--- src/rtl/chan_cmd_pkg.sv ---
package chan_cmd_pkg;
   localparam int NUM_OPT = 3;

   typedef enum logic [2:0] {
      K_NONE,
      K_CHRST,
      K_FULLRST,
      K_TXFLUSH,
      K_OPTCHG
   } cmd_kind_e;

   typedef struct packed {
      cmd_kind_e  kind;
      logic [2:0] flags;
   } cmd_dec_t;
endpackage

--- src/rtl/cmd_decode.sv ---
module cmd_decode
   import chan_cmd_pkg::*;
(
   input  logic [7:0] byte_in,
   output cmd_dec_t   dec
);
   always_comb begin
      dec = '{kind: K_NONE, flags: 3'b000};
      if (byte_in[7] && byte_in[6:2] == 5'b0) begin
         unique case (byte_in[1:0])
            2'b00:   dec.kind = K_CHRST;
            2'b01:   dec.kind = K_FULLRST;
            2'b10:   dec.kind = K_TXFLUSH;
            default: dec.kind = K_NONE;
         endcase
      end else if (!byte_in[7] && byte_in[6] && byte_in[5:4] == 2'b00 && !byte_in[0]) begin
         dec.kind  = K_OPTCHG;
         dec.flags = byte_in[3:1];
      end
   end
endmodule

--- src/rtl/cmd_sequencer.sv ---
module cmd_sequencer
   import chan_cmd_pkg::*;
#(
   parameter int          DW        = 8,
   parameter int          CH_W      = 2,
   parameter int          START_DLY = 4,
   parameter int          RST_LEN   = 16,
   parameter logic [7:0]  REV_VAL   = 8'h5C
) (
   input  logic            clk,
   input  logic            rst_n,
   input  logic            cmd_we,
   input  logic [DW-1:0]   cmd_wdata,
   input  cmd_dec_t        dec,
   input  logic [CH_W-1:0] chan_sel,
   input  logic            rev_we,
   input  logic [DW-1:0]   rev_wdata,
   output logic [DW-1:0]   cmd_q,
   output logic [DW-1:0]   rev_q,
   output logic            busy,
   output logic            start_p,
   output logic            end_p,
   output cmd_kind_e       kind_q,
   output logic [2:0]      flags_q,
   output logic [CH_W-1:0] chan_q
);
   localparam int MAXC  = (START_DLY > RST_LEN) ? START_DLY : RST_LEN;
   localparam int CNT_W = $clog2(MAXC + 1);

   typedef enum logic [1:0] {S_IDLE, S_WAIT, S_RST} seq_state_e;

   seq_state_e       state;
   logic [CNT_W-1:0] cnt;
   logic             accept;
   logic             is_reset;

   assign accept   = cmd_we && (state == S_IDLE) && (dec.kind != K_NONE);
   assign is_reset = (kind_q == K_CHRST) || (kind_q == K_FULLRST);
   assign busy     = (state != S_IDLE);
   assign start_p  = (state == S_WAIT) && (cnt == '0);
   assign end_p    = (state == S_RST) && (cnt == '0);

   always_ff @(posedge clk or negedge rst_n) begin
      if (!rst_n) begin
         state   <= S_IDLE;
         cnt     <= '0;
         cmd_q   <= '0;
         rev_q   <= REV_VAL;
         kind_q  <= K_NONE;
         flags_q <= '0;
         chan_q  <= '0;
      end else begin
         if (rev_we && state != S_RST) rev_q <= rev_wdata;
         unique case (state)
            S_IDLE: begin
               if (accept) begin
                  cmd_q   <= cmd_wdata;
                  kind_q  <= dec.kind;
                  flags_q <= dec.flags;
                  chan_q  <= chan_sel;
                  cnt     <= CNT_W'(START_DLY - 1);
                  state   <= S_WAIT;
               end
            end
            S_WAIT: begin
               if (cnt == '0) begin
                  if (is_reset) begin
                     rev_q <= '0;
                     cnt   <= CNT_W'(RST_LEN - 1);
                     state <= S_RST;
                  end else begin
                     cmd_q <= '0;
                     state <= S_IDLE;
                  end
               end else begin
                  cnt <= cnt - 1'b1;
               end
            end
            S_RST: begin
               if (cnt == '0) begin
                  rev_q <= REV_VAL;
                  cmd_q <= '0;
                  state <= S_IDLE;
               end else begin
                  cnt <= cnt - 1'b1;
               end
            end
            default: state <= S_IDLE;
         endcase
      end
   end

   assert_cmd_live_R2: assert property (@(posedge clk) disable iff (!rst_n)
      (state != S_IDLE) |-> (cmd_q != '0));
   assert_busy_hold_R2: assert property (@(posedge clk) disable iff (!rst_n)
      (state != S_IDLE && !start_p && !end_p) |=> ($stable(cmd_q) && $stable(chan_q)));
   assert_idle_clear_R5: assert property (@(posedge clk) disable iff (!rst_n)
      (state == S_IDLE) |-> (cmd_q == '0));
   assert_rev_zero_R4: assert property (@(posedge clk) disable iff (!rst_n)
      (state == S_RST) |-> (rev_q == '0));
   assert_done_load_R5: assert property (@(posedge clk) disable iff (!rst_n)
      end_p |=> (rev_q == REV_VAL && state == S_IDLE));
endmodule

--- src/rtl/chan_ctrl.sv ---
module chan_ctrl
   import chan_cmd_pkg::*;
#(
   parameter int DW = 8
) (
   input  logic                  clk,
   input  logic                  rst_n,
   input  logic                  sel_hit,
   input  logic                  tgt_hit,
   input  logic                  en_we,
   input  logic [1:0]            en_wdata,
   input  logic                  opt_we,
   input  logic [1:0]            opt_idx,
   input  logic [DW-1:0]         opt_wdata,
   input  logic                  start_p,
   input  logic                  end_p,
   input  cmd_kind_e             kind,
   input  logic [2:0]            flags,
   output logic                  rx_en,
   output logic                  tx_en,
   output logic                  rxf_flush,
   output logic                  txf_flush,
   output logic [NUM_OPT*DW-1:0] opt_flat,
   output logic [NUM_OPT*DW-1:0] shadow_flat
);
   logic [DW-1:0] opt_r [NUM_OPT];
   logic [DW-1:0] shd_r [NUM_OPT];
   logic          rst_hold;
   logic          tx_pulse;
   logic          rst_go;
   logic          full_go;
   logic          copy_go;

   assign full_go = start_p && (kind == K_FULLRST);
   assign rst_go  = full_go || (start_p && kind == K_CHRST && tgt_hit);
   assign copy_go = start_p && (kind == K_OPTCHG) && tgt_hit;

   always_ff @(posedge clk or negedge rst_n) begin
      if (!rst_n) begin
         rx_en    <= 1'b0;
         tx_en    <= 1'b0;
         rst_hold <= 1'b0;
         tx_pulse <= 1'b0;
         for (int k = 0; k < NUM_OPT; k++) begin
            opt_r[k] <= '0;
            shd_r[k] <= '0;
         end
      end else begin
         tx_pulse <= start_p && (kind == K_TXFLUSH) && tgt_hit;
         if (end_p) rst_hold <= 1'b0;
         if (en_we && sel_hit && !rst_hold) {rx_en, tx_en} <= en_wdata;
         if (opt_we && sel_hit && opt_idx < 2'(NUM_OPT)) opt_r[opt_idx] <= opt_wdata;
         if (copy_go) begin
            for (int k = 0; k < NUM_OPT; k++)
               if (flags[NUM_OPT-1-k]) shd_r[k] <= opt_r[k];
         end
         if (rst_go) begin
            rx_en    <= 1'b0;
            tx_en    <= 1'b0;
            rst_hold <= 1'b1;
         end
         if (full_go) begin
            for (int k = 0; k < NUM_OPT; k++) begin
               opt_r[k] <= '0;
               shd_r[k] <= '0;
            end
         end
      end
   end

   assign rxf_flush = rst_hold;
   assign txf_flush = rst_hold | tx_pulse;

   for (genvar k = 0; k < NUM_OPT; k++) begin : g_flat
      assign opt_flat[k*DW +: DW]    = opt_r[k];
      assign shadow_flat[k*DW +: DW] = shd_r[k];
   end

   assert_off_in_reset_R4: assert property (@(posedge clk) disable iff (!rst_n)
      rst_hold |-> (!rx_en && !tx_en));
   assert_flush_single_R7: assert property (@(posedge clk) disable iff (!rst_n)
      tx_pulse |=> !tx_pulse);
   assert_full_clears_R6: assert property (@(posedge clk) disable iff (!rst_n)
      full_go |=> (opt_flat == '0 && shadow_flat == '0));
endmodule

--- src/rtl/chan_cmd_exec.sv ---
module chan_cmd_exec
   import chan_cmd_pkg::*;
#(
   parameter int         NUM_CH    = 4,
   parameter int         START_DLY = 4,
   parameter int         RST_LEN   = 16,
   parameter logic [7:0] REV_VAL   = 8'h5C,
   localparam int        DW        = 8,
   localparam int        CH_W      = $clog2(NUM_CH),
   localparam int        SH_W      = NUM_CH * NUM_OPT * DW
) (
   input  logic              clk,
   input  logic              rst_n,
   input  logic [CH_W-1:0]   chan_sel,
   input  logic              cmd_we,
   input  logic [DW-1:0]     cmd_wdata,
   output logic [DW-1:0]     cmd_rdata,
   output logic              busy,
   input  logic              rev_we,
   input  logic [DW-1:0]     rev_wdata,
   output logic [DW-1:0]     rev_rdata,
   input  logic              en_we,
   input  logic [1:0]        en_wdata,
   input  logic              opt_we,
   input  logic [1:0]        opt_sel,
   input  logic [DW-1:0]     opt_wdata,
   output logic [DW-1:0]     opt_rdata,
   output logic [NUM_CH-1:0] rx_en,
   output logic [NUM_CH-1:0] tx_en,
   output logic [NUM_CH-1:0] rxf_flush,
   output logic [NUM_CH-1:0] txf_flush,
   output logic [SH_W-1:0]   shadow_flat
);
   initial begin
      assert (NUM_CH >= 2) else $error("NUM_CH must be at least 2");
      assert (START_DLY >= 2) else $error("START_DLY must be at least 2");
      assert (RST_LEN >= 1) else $error("RST_LEN must be at least 1");
      assert (REV_VAL != 8'h00) else $error("REV_VAL must be nonzero");
   end

   cmd_dec_t        dec;
   logic            start_p;
   logic            end_p;
   cmd_kind_e       kind_q;
   logic [2:0]      flags_q;
   logic [CH_W-1:0] chan_q;
   logic [NUM_OPT*DW-1:0] opt_all [NUM_CH];

   cmd_decode u_dec (
      .byte_in (cmd_wdata),
      .dec     (dec)
   );

   cmd_sequencer #(
      .DW        (DW),
      .CH_W      (CH_W),
      .START_DLY (START_DLY),
      .RST_LEN   (RST_LEN),
      .REV_VAL   (REV_VAL)
   ) u_seq (
      .clk       (clk),
      .rst_n     (rst_n),
      .cmd_we    (cmd_we),
      .cmd_wdata (cmd_wdata),
      .dec       (dec),
      .chan_sel  (chan_sel),
      .rev_we    (rev_we),
      .rev_wdata (rev_wdata),
      .cmd_q     (cmd_rdata),
      .rev_q     (rev_rdata),
      .busy      (busy),
      .start_p   (start_p),
      .end_p     (end_p),
      .kind_q    (kind_q),
      .flags_q   (flags_q),
      .chan_q    (chan_q)
   );

   for (genvar i = 0; i < NUM_CH; i++) begin : g_ch
      chan_ctrl #(.DW(DW)) u_ch (
         .clk         (clk),
         .rst_n       (rst_n),
         .sel_hit     (chan_sel == CH_W'(i)),
         .tgt_hit     (chan_q == CH_W'(i)),
         .en_we       (en_we),
         .en_wdata    (en_wdata),
         .opt_we      (opt_we),
         .opt_idx     (opt_sel),
         .opt_wdata   (opt_wdata),
         .start_p     (start_p),
         .end_p       (end_p),
         .kind        (kind_q),
         .flags       (flags_q),
         .rx_en       (rx_en[i]),
         .tx_en       (tx_en[i]),
         .rxf_flush   (rxf_flush[i]),
         .txf_flush   (txf_flush[i]),
         .opt_flat    (opt_all[i]),
         .shadow_flat (shadow_flat[i*NUM_OPT*DW +: NUM_OPT*DW])
      );
   end

   always_comb begin
      opt_rdata = '0;
      if ({1'b0, chan_sel} < (CH_W+1)'(NUM_CH) && opt_sel < 2'(NUM_OPT))
         opt_rdata = opt_all[chan_sel][opt_sel*DW +: DW];
   end

   assert_tx_flush_one_R7: assert property (@(posedge clk) disable iff (!rst_n)
      $onehot0(txf_flush & ~rxf_flush));
   assert_flush_busy_R5: assert property (@(posedge clk) disable iff (!rst_n)
      (rxf_flush != '0) |-> busy);
endmodule

--- config.mk ---
export PLATFORM = sky130hd
export DESIGN_NAME = chan_cmd_exec
export DESIGN_NICKNAME = d
export VERILOG_FILES = /design/src/rtl/chan_cmd_pkg.sv /design/src/rtl/cmd_decode.sv /design/src/rtl/cmd_sequencer.sv /design/src/rtl/chan_ctrl.sv /design/src/rtl/chan_cmd_exec.sv
export SDC_FILE = /design/constraint.sdc
export NUM_CORES = 1
export LEC_CHECK = 0
export BUFFER_PORTS_ARGS = -buffer_cell sky130_fd_sc_hd__buf_2
export CAP_MARGIN = 5
export CORE_MARGIN = 1
export CORE_UTILIZATION = 35
export CTS_BUF_LIST = sky130_fd_sc_hd__clkbuf_16
export CTS_CLUSTER_SIZE = 20
export DETAILED_ROUTE_END_ITERATION = 16
export PLACE_DENSITY = 0.64
export RECOVER_POWER = 50
export REMOVE_ABC_BUFFERS = 1
export SLEW_MARGIN = 30
export SYNTH_ARGS = -nofsm -noshare
export SYNTH_HDL_FRONTEND = slang
export SYNTH_SLANG_ARGS = --single-unit
--- constraint.sdc ---
create_clock -name clk -period 2.58 [get_ports clk]
set_clock_uncertainty 0.2 [all_clocks]
set_input_delay 0.516 -clock clk [delete_from_list [all_inputs] [get_ports clk]]
set_output_delay 0.516 -clock clk [all_outputs]
set_load 0.02 [all_outputs]
==> results of run 1 <==
## layer usage
layer | vias up | global-route usage, % | share of wire [%]
met5 | - | 0 | 0.083
met4 | 4 | 8.80 | 3.4
met3 | 75 | 5.18 | 8.2
met2 | 333 | 32.5 | 45
met1 | 4420 | 29.2 | 43
li1 | 3901 | - | -
## flip-flops by register name, indices dropped and copies added, names as in the netlist
name	cells
g_ch.u_ch.opt_flat	96
g_ch.u_ch.shadow_flat	96
u_seq.cmd_q	8
u_seq.rev_q	8
u_seq.cnt	5
g_ch.u_ch.rx_en	4
g_ch.u_ch.rxf_flush	4
g_ch.u_ch.tx_en	4
g_ch.u_ch.tx_pulse	4
u_seq.flags_q	3
u_seq.kind_q	3
u_seq.chan_q	2
u_seq.state	2
## synth_stat cells (3+ instances only)
master and count:
ha_1 7, mux2_2 11, buf_1 5, nor3b_1 3
or3_1 3, o21ai_1 12, nor3_1 10, a22o_1 99
buf_4 16, mux4_2 24, a21o_1 5, buf_2 11
o22ai_1 8, nand2b_1 9, o21ai_0 54, clkbuf_1 39
nand3_1 16, nor2_1 74, mux2i_1 59, nor2b_1 9
nand3b_1 7, a31oi_1 6, nand2_1 82, inv_1 21
nor4_4 9, dfrtp_1 235, dfstp_2 4, a21oi_1 70
nor3b_4 3, or2_2 4
## worst max-delay path, stage by stage (launching register included)
cell and delay (ns):
dfrtp_1 0.42, mux4_2 0.50, mux2i_2 0.24, o22ai_2 0.14, buf_6 0.17
## stage by stage
step           total power (µW)  setup WS (ns)  instance area, µm²
6_report                  10900         -0.150               13800
5_1_grt                   11400         -0.175               13800
4_1_cts                   10900         -0.123               13700
3_5_place_dp               7000         -0.329               12500
3_3_place_gp               6950         -0.276               12500
2_1_floorplan              5990          -2.11               10500
## power by group through the flow
stage	Clock (µW)	Sequential, µW	Combinational [µW]
6_report	3670	4850	2420
5_1_grt	3870	4900	2640
4_1_cts	3730	4820	2380
3_5_place_dp	0	4960	2050
3_3_place_gp	0	4960	1990
2_1_floorplan	0	4900	1090
## kinds of logic (layout without fill, tap and decap cells)
logic type	count (synthesis)	after routing
compound gates	264	264
simple gates	241	241
flops	239	239
mux	94	94
buf+inv	93	355
fa+ha+maj	7	7
xor+xnor	2	2
other cells	0	1
## placed cells by master, fill, tap and decap left out, drive strengths merged, types with 5 or more instances in the layout
master | netlist | routed
inv | 21 | 27
a21o | 5 | 5
nand3b | 7 | 7
a21oi | 70 | 70
mux4 | 24 | 24
nand3 | 16 | 16
o21ai | 66 | 66
dfrtp | 235 | 235
nand2b | 9 | 9
clkinv | 0 | 12
o22ai | 8 | 8
mux2 | 11 | 11
nor3 | 10 | 10
clkbuf | 39 | 91
ha | 7 | 7
nor2b | 9 | 9
nor3b | 6 | 6
nand2 | 82 | 82
mux2i | 59 | 59
a31oi | 6 | 6
nor4 | 9 | 9
a22o | 99 | 99
buf | 33 | 219
nor2 | 74 | 74
## repair_timing
action	4_1_cts	5_1_grt
buffers inserted	36	9
setup endpoints to repair	8	76
hold buffers	2	0
hold endpoints to repair	42	0
resized for setup	32	14
pin swaps	7	3
cloned	0	0
## how the worst min path moves through the flow
stage / slack, ns / cells past startpoint / end
after floorplan: 0.02 / 0 / g_ch[0].u_ch.opt_flat[0]$_DFFE_PN0P_
after global placement: 0.24 / 1 / g_ch[2].u_ch.shadow_flat[16]$_DFFE_PN0P_
after detailed placement: 0.25 / 1 / g_ch[2].u_ch.shadow_flat[16]$_DFFE_PN0P_
after CTS: 0.001 / 3 / u_seq.rev_q[5]$_DFF_PN0_
after global routing: 0.02 / 3 / u_seq.rev_q[5]$_DFF_PN0_
final: 0.01 / 3 / u_seq.rev_q[3]$_DFF_PN1_
## final cells by class
class                           count  area, µm²  area share, %
Sequential cell                   239       5990           43.6
Multi-Input combinational cell    608       4530           32.9
Timing Repair Buffer              285       1810           13.2
Clock buffer                       27        676           4.91
Tap cell                          396        495           3.60
Clock inverter                     22        166           1.21
Inverter                           21       78.8          0.573
Antenna cell                        1       2.50         0.0182
==> flow_metrics.env, run 1 <==
export IMPL_cts_tree="done"
export IMPL_vias=8733
export IMPL_fin_util_pct=45.1
export IMPL_cts_sinks=239
export IMPL_dieArea_mm2=0.0317
export IMPL_hold_path_startpoint="rev_wdata[3]"
export IMPL_wire_per_inst_um=21.1
export IMPL_ys_ff_latch=239
export IMPL_synth_area_mm2=0.0109
export IMPL_drive_gt1_share_pct=29.0
export IMPL_fillers=2815
export IMPL_rr_endpoint="g_ch[1].u_ch.shadow_flat[2]$_DFFE_PN0P_"
export IMPL_crit_end="opt_rdata[7]"
export IMPL_p_int_uw=7510
export IMPL_yosysTopAreaCell="dfrtp_1"
export IMPL_grt_ovfl_total=0
export IMPL_rows=64
export IMPL_clk_path_buf_depth=3
export IMPL_wirelength_um=33800
export IMPL_first_pass_iters=5
export IMPL_die_width_um=178
export IMPL_clk_pin_slew_worst_paths_ns=0.06
export IMPL_synth_compound_area_share_pct=16.2
export IMPL_synth_adder_area_share_pct=0.807
export IMPL_start_kind="flop"
export IMPL_synthMuxAreaShare_pct=11.6
export IMPL_crit_arrival_ns=2.01
export IMPL_vdd_drop_max_v=0.000444
export IMPL_reg2reg_slack_ns=0.08
export IMPL_hold_class="input pin to flop"
export IMPL_drv_cap=0
export IMPL_violations="setup timing"
export IMPL_synth_area_per_cell_um2=11.5
export IMPL_antenna_found_initial=4
export IMPL_ant_nets=0
export IMPL_hold_ws_ns=0.0149
export IMPL_cts_made_buffers=27
export IMPL_startpoint="g_ch[1].u_ch.opt_flat[15]$_DFFE_PN0P_"
export IMPL_p_switching_uw=3430
export IMPL_grt_total_usage_pct=21.4
export IMPL_path_class="flop to output pin"
export IMPL_rsz0062_at_grt="true"
export IMPL_tns_ns=-0.832
export IMPL_setup_viol=8
export IMPL_cts_root_buf="clkbuf_16"
export IMPL_yosysSeqAreaShare_pct=55.2
export IMPL_grt_pass1_wl_um=51700
export IMPL_synth_flop_cell="dfrtp_1"
export IMPL_synthXorXnorAreaFrac_pct=0.161
export IMPL_routed_via_density=5.46
export IMPL_clk_latency_ns=0.54
export IMPL_final_max_slew_viol_count=0
export IMPL_yosys_warnings=0
export IMPL_syn_to_final_growth_pct=26.8
export IMPL_ios=173
export IMPL_synth_simple_gate_area_share_pct=12.1
export IMPL_timing_final_crit_share_pct=106
export IMPL_switching_share_pct=31.4
export IMPL_relSlewSlack_pct=21.2
export IMPL_layout_cells_non_filler=1599
export IMPL_reg2reg_from="u_seq.cnt[0]$_DFFE_PN0P_"
export IMPL_design_core_area_mm2=0.0305
export IMPL_fmax_ghz=0.366
export IMPL_worst_slew_pin_slew_ns=1.18
export IMPL_pwr_share_clk_pct=33.6
export IMPL_period_needed_ns=2.73
export IMPL_seqPwrFrac_pct=44.3
export IMPL_hpwlAfterDp_um=24000
export IMPL_status="finished, violations left"
export IMPL_place_port_buffers=172
export IMPL_placedCellCount=1502
export IMPL_cp_end_kind="output pin"
export IMPL_synth_top_family_by_area="compound AO/OA/AOI/OAI gates"
export IMPL_critPathRequiredTime_ns=1.86
export IMPL_crit_fanout=2
export IMPL_synthDominantCellAreaShare_pct=54.2
export IMPL_drt_iter0_markers=825
export IMPL_grt_pass1_vias=8708
export IMPL_final_hold_viol_count=0
export IMPL_finalWeightedCongestion=0.875
export IMPL_powerDensity_mw_per_mm2=795
export IMPL_grt_max_degree=65
export IMPL_synth_cell_types=51
export IMPL_r2r_cells=8
export IMPL_start_util_pct=35.6
export IMPL_ctsHtreeMaxLevel=1
export IMPL_setup_slack_ns=-0.150
export IMPL_power_frac_comb_pct=22.1
export IMPL_post_route_drc_count=0
export IMPL_synth_enable_flop_cells=0
export IMPL_synthCells=940
export IMPL_synth_top_cells_by_area="dfrtp_1, a22o_1, mux2i_1, mux4_2, a21oi_1"
export IMPL_async_reset_ff_share_pct=100
export IMPL_p_leak_uw=0.00659
export IMPL_die_h_um=178
export IMPL_fin_nets=1225
Power figures use the tool's default switching activity.
==> inputs of run 2 (changes only) <==
CORE_UTILIZATION = 50   (was 35)
PLACE_DENSITY = 0.83   (was 0.64)
==> flow_metrics.env, run 2 (synthesis results as in run 1) <==
export IMPL_wire_per_inst_um=23.6
export IMPL_final_hold_viol_count=0
export IMPL_hpwlAfterDp_um=22700
export IMPL_cp_end_kind="output pin"
export IMPL_p_total_uw=11100
export IMPL_cts_made_buffers=25
export IMPL_ant_nets=0
export IMPL_dieArea_mm2=0.0223
export IMPL_grt_total_usage_pct=29.3
export IMPL_place_ws_ns=-0.170
export IMPL_violations="capacitance limit, slew limit, setup timing"
export IMPL_relSlewSlack_pct=-3.91
export IMPL_die_h_um=149
export IMPL_design_core_area_mm2=0.0212
export IMPL_grt_pass1_wl_um=50000
export IMPL_final_cell_mix="dfrtp_1, buf_2, a22o_1"
export IMPL_first_pass_iters=6
export IMPL_critPathRequiredTime_ns=1.86
export IMPL_clk_pin_slew_worst_paths_ns=0.06
export IMPL_setup_viol=8
export IMPL_drv_cap=1
export IMPL_slowest_stage="mux4_2"
export IMPL_grt_max_degree=61
export IMPL_drive_gt1_share_pct=30.1
export IMPL_clk_latency_ns=0.53
export IMPL_wirelength_um=34700
export IMPL_fin_nets=1220
export IMPL_grt_ovfl_total=0
export IMPL_clk_path_buf_depth=3
export IMPL_cts_tree="done"
export IMPL_grt_pass1_vias=8851
export IMPL_period_needed_ns=2.73
export IMPL_crit_arrival_ns=2.02
export IMPL_p_leak_uw=0.00662
export IMPL_critPathMaxStageDelay_ns=0.53
export IMPL_start_util_pct=51.3
export IMPL_vias=9334
export IMPL_placedCellCount=1383
export IMPL_place_port_buffers=172
export IMPL_rsz0062_at_grt="true"
export IMPL_worst_slew_pin_slew_ns=1.56
export IMPL_syn_to_final_growth_pct=26.3
export IMPL_crit_fanout=3
export IMPL_final_max_slew_viol_count=60
export IMPL_vdd_drop_max_v=0.000446
export IMPL_timing_critical_path_cells="mux4_2 > mux2i_2 > o22ai_2 > buf_6"
export IMPL_routed_via_density=6.34
export IMPL_setup_slack_ns=-0.152
export IMPL_post_route_drc_count=0
export IMPL_timing_final_crit_share_pct=106
export IMPL_start_kind="flop"
export IMPL_ios=173
export IMPL_antenna_found_initial=2
export IMPL_layout_cells_non_filler=1472
export IMPL_hold_class="input pin to flop"
export IMPL_powerDensity_mw_per_mm2=811
export IMPL_path_class="flop to output pin"
export IMPL_layout_commonest_cell="dfrtp_1"
export IMPL_cts_sinks=239
export IMPL_drt_iter0_markers=1221
export IMPL_fmax_ghz=0.366
export IMPL_cts_root_buf="clkbuf_16"
export IMPL_status="finished, violations left"
export IMPL_finalWeightedCongestion=0.944
export IMPL_die_width_um=149
export IMPL_rows=53
export IMPL_ctsHtreeMaxLevel=1
run 2: layout make-up:
cell class              instances  area [µm²]
clock buffers                  25         626
diodes                          2        5.00
flip-flops and latches        239        5990
multi-input cells             609        4580
well taps                     275         344
repair buffers                281        1850
fillers                      1505        7440
inverters                      21        78.8
clock inverters                20         243
run 2: critical path: cells and delay by family (launching register included):
family                 cells  cell delay, ns
DFF                        1            0.45
buffers and inverters      1            0.16
AOI/OAI and AO/OA          1            0.12
muxes                      2            0.75
run 2: final timing paths:
kind                                                  startpoint                                 endpoint  slack, ns  cells after the start
hold reg to reg                         u_seq.rev_q[6]$_DFF_PN1_                 u_seq.rev_q[6]$_DFF_PN1_       0.29                      2
setup reg to reg                        u_seq.cnt[0]$_DFFE_PN0P_  g_ch[0].u_ch.shadow_flat[8]$_DFFE_PN0P_       0.03                      9
setup / recovery           g_ch[0].u_ch.opt_flat[12]$_DFFE_PN0P_                             opt_rdata[4]      -0.15                      4
hold / removal                                      rev_wdata[2]                 u_seq.rev_q[2]$_DFF_PN1_       0.03                      3
max in group asynchronous                                  rst_n    g_ch[3].u_ch.opt_flat[11]$_DFFE_PN0P_       0.24                      3
min in group asynchronous                                  rst_n  g_ch[0].u_ch.shadow_flat[9]$_DFFE_PN0P_       0.73                      2
run 2: power by group:
group          leakage (µW)  internal (µW)  total, µW  switching (µW)
clock network      0.000426           2280       3860            1580
logic               0.00307           1010       2350            1340
registers           0.00313           4320       4910             589
total               0.00662           7620      11100            3500
run 2: metrics by stage:
stage / cell area (µm²) / util, % / setup TNS [ns] / hold WS, ns
2_1_floorplan: 10500 / - / -295.21 / 0.0204
3_3_place_gp: 12300 / 58.3 / -0.606 / 0.283
3_5_place_dp: 12300 / 58.3 / -1.05 / 0.286
4_1_cts: 13400 / 63.2 / -0.676 / 0.0148
5_1_grt: 13700 / 64.8 / -3.73 / 0.0188
6_report: 13700 / 64.8 / -0.923 / 0.0263
run 2: timing repair:
action | in CTS | in global routing
hold buffers | 1 | 0
setup endpoints to repair | 9 | 201
setup buffers | 16 | 17
pin swaps | 4 | 15
gates resized for setup | 14 | 41
hold endpoints to repair | 54 | 0
cloned | 0 | 8
run 2: routing by layer:
metal | wire length (µm) | track usage (%)
met1 | 12900 | 39.8
met2 | 15700 | 45.5
met3 | 4160 | 6.21
met4 | 1970 | 13.0
met5 | 0 | 0
==> inputs of run 3 (changes only) <==
==> constraint.sdc (replaced) <==
create_clock -name clk -period 2.58 [get_ports clk]
set_clock_uncertainty 0.2 [all_clocks]
set_input_delay 0.129 -clock clk [delete_from_list [all_inputs] [get_ports clk]]
set_output_delay 0.129 -clock clk [all_outputs]
set_load 0.02 [all_outputs]
==> flow_metrics.env, run 3 (synthesis results as in run 1) <==
export IMPL_cp_top_family="simple AND/OR/NAND/NOR gates"
export IMPL_placedCellCount=1358
export IMPL_finalWeightedCongestion=0.921
export IMPL_first_pass_iters=8
export IMPL_drt_iter0_markers=837
export IMPL_cts_tree="done"
export IMPL_start_kind="flop"
export IMPL_ios=173
export IMPL_cts_sinks=239
export IMPL_fmax_ghz=0.393
export IMPL_layout_cells_non_filler=1451
export IMPL_cp_end_kind="flop"
export IMPL_r2r_cells=7
export IMPL_vias=8831
export IMPL_dieArea_mm2=0.0223
export IMPL_rsz0062_at_grt="true"
export IMPL_grt_max_degree=82
export IMPL_final_hold_viol_count=0
export IMPL_die_width_um=149
export IMPL_tns_ns=0
export IMPL_path_class="flop to flop"
export IMPL_drive_gt1_share_pct=21.8
export IMPL_clk_pin_slew_worst_paths_ns=0.06
export IMPL_wire_per_inst_um=22.0
export IMPL_start_util_pct=51.3
export IMPL_clk_path_buf_depth=3
export IMPL_powerDensity_mw_per_mm2=793
export IMPL_cp_depth=7
export IMPL_post_route_drc_count=0
export IMPL_p_leak_uw=0.00640
export IMPL_timing_critical_path_cells="inv_2 > ha_4 > or4b_4 > or3_4 > nor4_4 > buf_4 > a22o_1"
export IMPL_relSlewSlack_pct=-43.0
export IMPL_timing_final_crit_share_pct=98.6
export IMPL_syn_to_final_growth_pct=22.6
export IMPL_final_max_slew_viol_count=80
export IMPL_crit_arrival_ns=2.80
export IMPL_grt_pass1_wl_um=49100
export IMPL_cts_made_buffers=25
export IMPL_setup_viol=0
export IMPL_critPathRequiredTime_ns=2.83
export IMPL_status="finished, violations left"
export IMPL_cp_buffers_inverters=2
export IMPL_ant_nets=0
export IMPL_clk_latency_ns=0.52
export IMPL_die_h_um=149
export IMPL_rows=53
export IMPL_hold_class="input pin to flop"
export IMPL_wirelength_um=31900
export IMPL_placed_area_mm2=0.0121
export IMPL_ctsHtreeMaxLevel=1
export IMPL_routed_via_density=6.09
export IMPL_hpwlAfterDp_um=21000
export IMPL_final_cell_mix="dfrtp_1, buf_2, a22o_1"
export IMPL_vdd_drop_max_v=0.000487
export IMPL_design_core_area_mm2=0.0212
export IMPL_slowest_stage="or3_4"
export IMPL_cts_root_buf="clkbuf_16"
export IMPL_stdcell_area_mm2=0.0133
export IMPL_layout_commonest_cell="dfrtp_1"
export IMPL_worst_slew_pin_slew_ns=2.14
export IMPL_drv_cap=1
export IMPL_grt_total_usage_pct=28.7
export IMPL_grt_pass1_vias=8759
export IMPL_place_port_buffers=172
export IMPL_critPathMaxStageDelay_ns=0.52
export IMPL_violations="capacitance limit, slew limit"
export IMPL_crit_fanout=8
export IMPL_fin_nets=1200
export IMPL_antenna_found_initial=1
export IMPL_period_needed_ns=2.55
export IMPL_hold_path_depth=5
export IMPL_grt_ovfl_total=0
-- run 3: worst paths after layout --
check | startpoint | end | slack, ns
min in group asynchronous | rst_n | g_ch[0].u_ch.opt_flat[12]$_DFFE_PN0P_ | 0.59
hold reg to reg | u_seq.rev_q[6]$_DFF_PN1_ | u_seq.rev_q[6]$_DFF_PN1_ | 0.29
max in group asynchronous | rst_n | g_ch[3].u_ch.opt_flat[23]$_DFFE_PN0P_ | 0.29
setup / recovery | u_seq.cnt[1]$_DFFE_PN0P_ | g_ch[2].u_ch.shadow_flat[7]$_DFFE_PN0P_ | 0.03
setup reg to reg | u_seq.cnt[1]$_DFFE_PN0P_ | g_ch[2].u_ch.shadow_flat[7]$_DFFE_PN0P_ | 0.03
hold / removal | opt_sel[1] | g_ch[0].u_ch.opt_flat[4]$_DFFE_PN0P_ | 0.07
-- run 3: worst reg2reg max path, stage by stage (launching register included) --
cell     delay, ns
dfrtp_1       0.39
inv_2         0.09
ha_4          0.14
or4b_4        0.49
or3_4         0.52
nor4_4        0.31
buf_4         0.20
a22o_1        0.14
-- run 3: layer usage --
metal	wire length, µm	global-route usage [%]	vias to the layer above
met5	0	0	-
met4	1120	11.7	0
met3	2650	4.71	93
met2	15200	44.8	489
met1	12900	40.0	4406
li1	-	-	3843
-- run 3: timing repair --
action | CTS | global route
hold endpoints to repair | 363 | 0
hold buffers | 43 | 0
setup buffers | 0 | 3
gates cloned | 0 | 1
endpoints found under the setup margin | 14 | 104
resized for setup | 0 | 11
pin swaps | 2 | 4
-- run 3: per-stage QoR --
stage               hold WS (ns)  setup WS [ns]  utilization (%)  total power (µW)
finish                    0.0723         0.0349             62.9             10600
CTS                       0.0160         0.0312             63.0             10500
detailed placement       -0.0383        -0.0277             57.3              6920
floorplan                 -0.367          -2.11                -              5990
global placement         -0.0443         0.0841             57.3              6830
global route               0.108        -0.0223             62.9             11000
-- run 3: where the power goes --
group / switching, µW / internal [µW]
clock network: 1470 / 2050
registers: 520 / 4320
logic: 1280 / 909
total: 3280 / 7280
-- run 3: area by class of cell --
cell class                      instances  area, µm²
Fill cell                            1611       7850
Inverter                               21       78.8
Antenna cell                            1       2.50
Clock buffer                           25        626
Clock inverter                         20        163
Timing Repair Buffer                  261       1630
Multi-Input combinational cell        609       4480
Sequential cell                       239       5990
Tap cell                              275        344
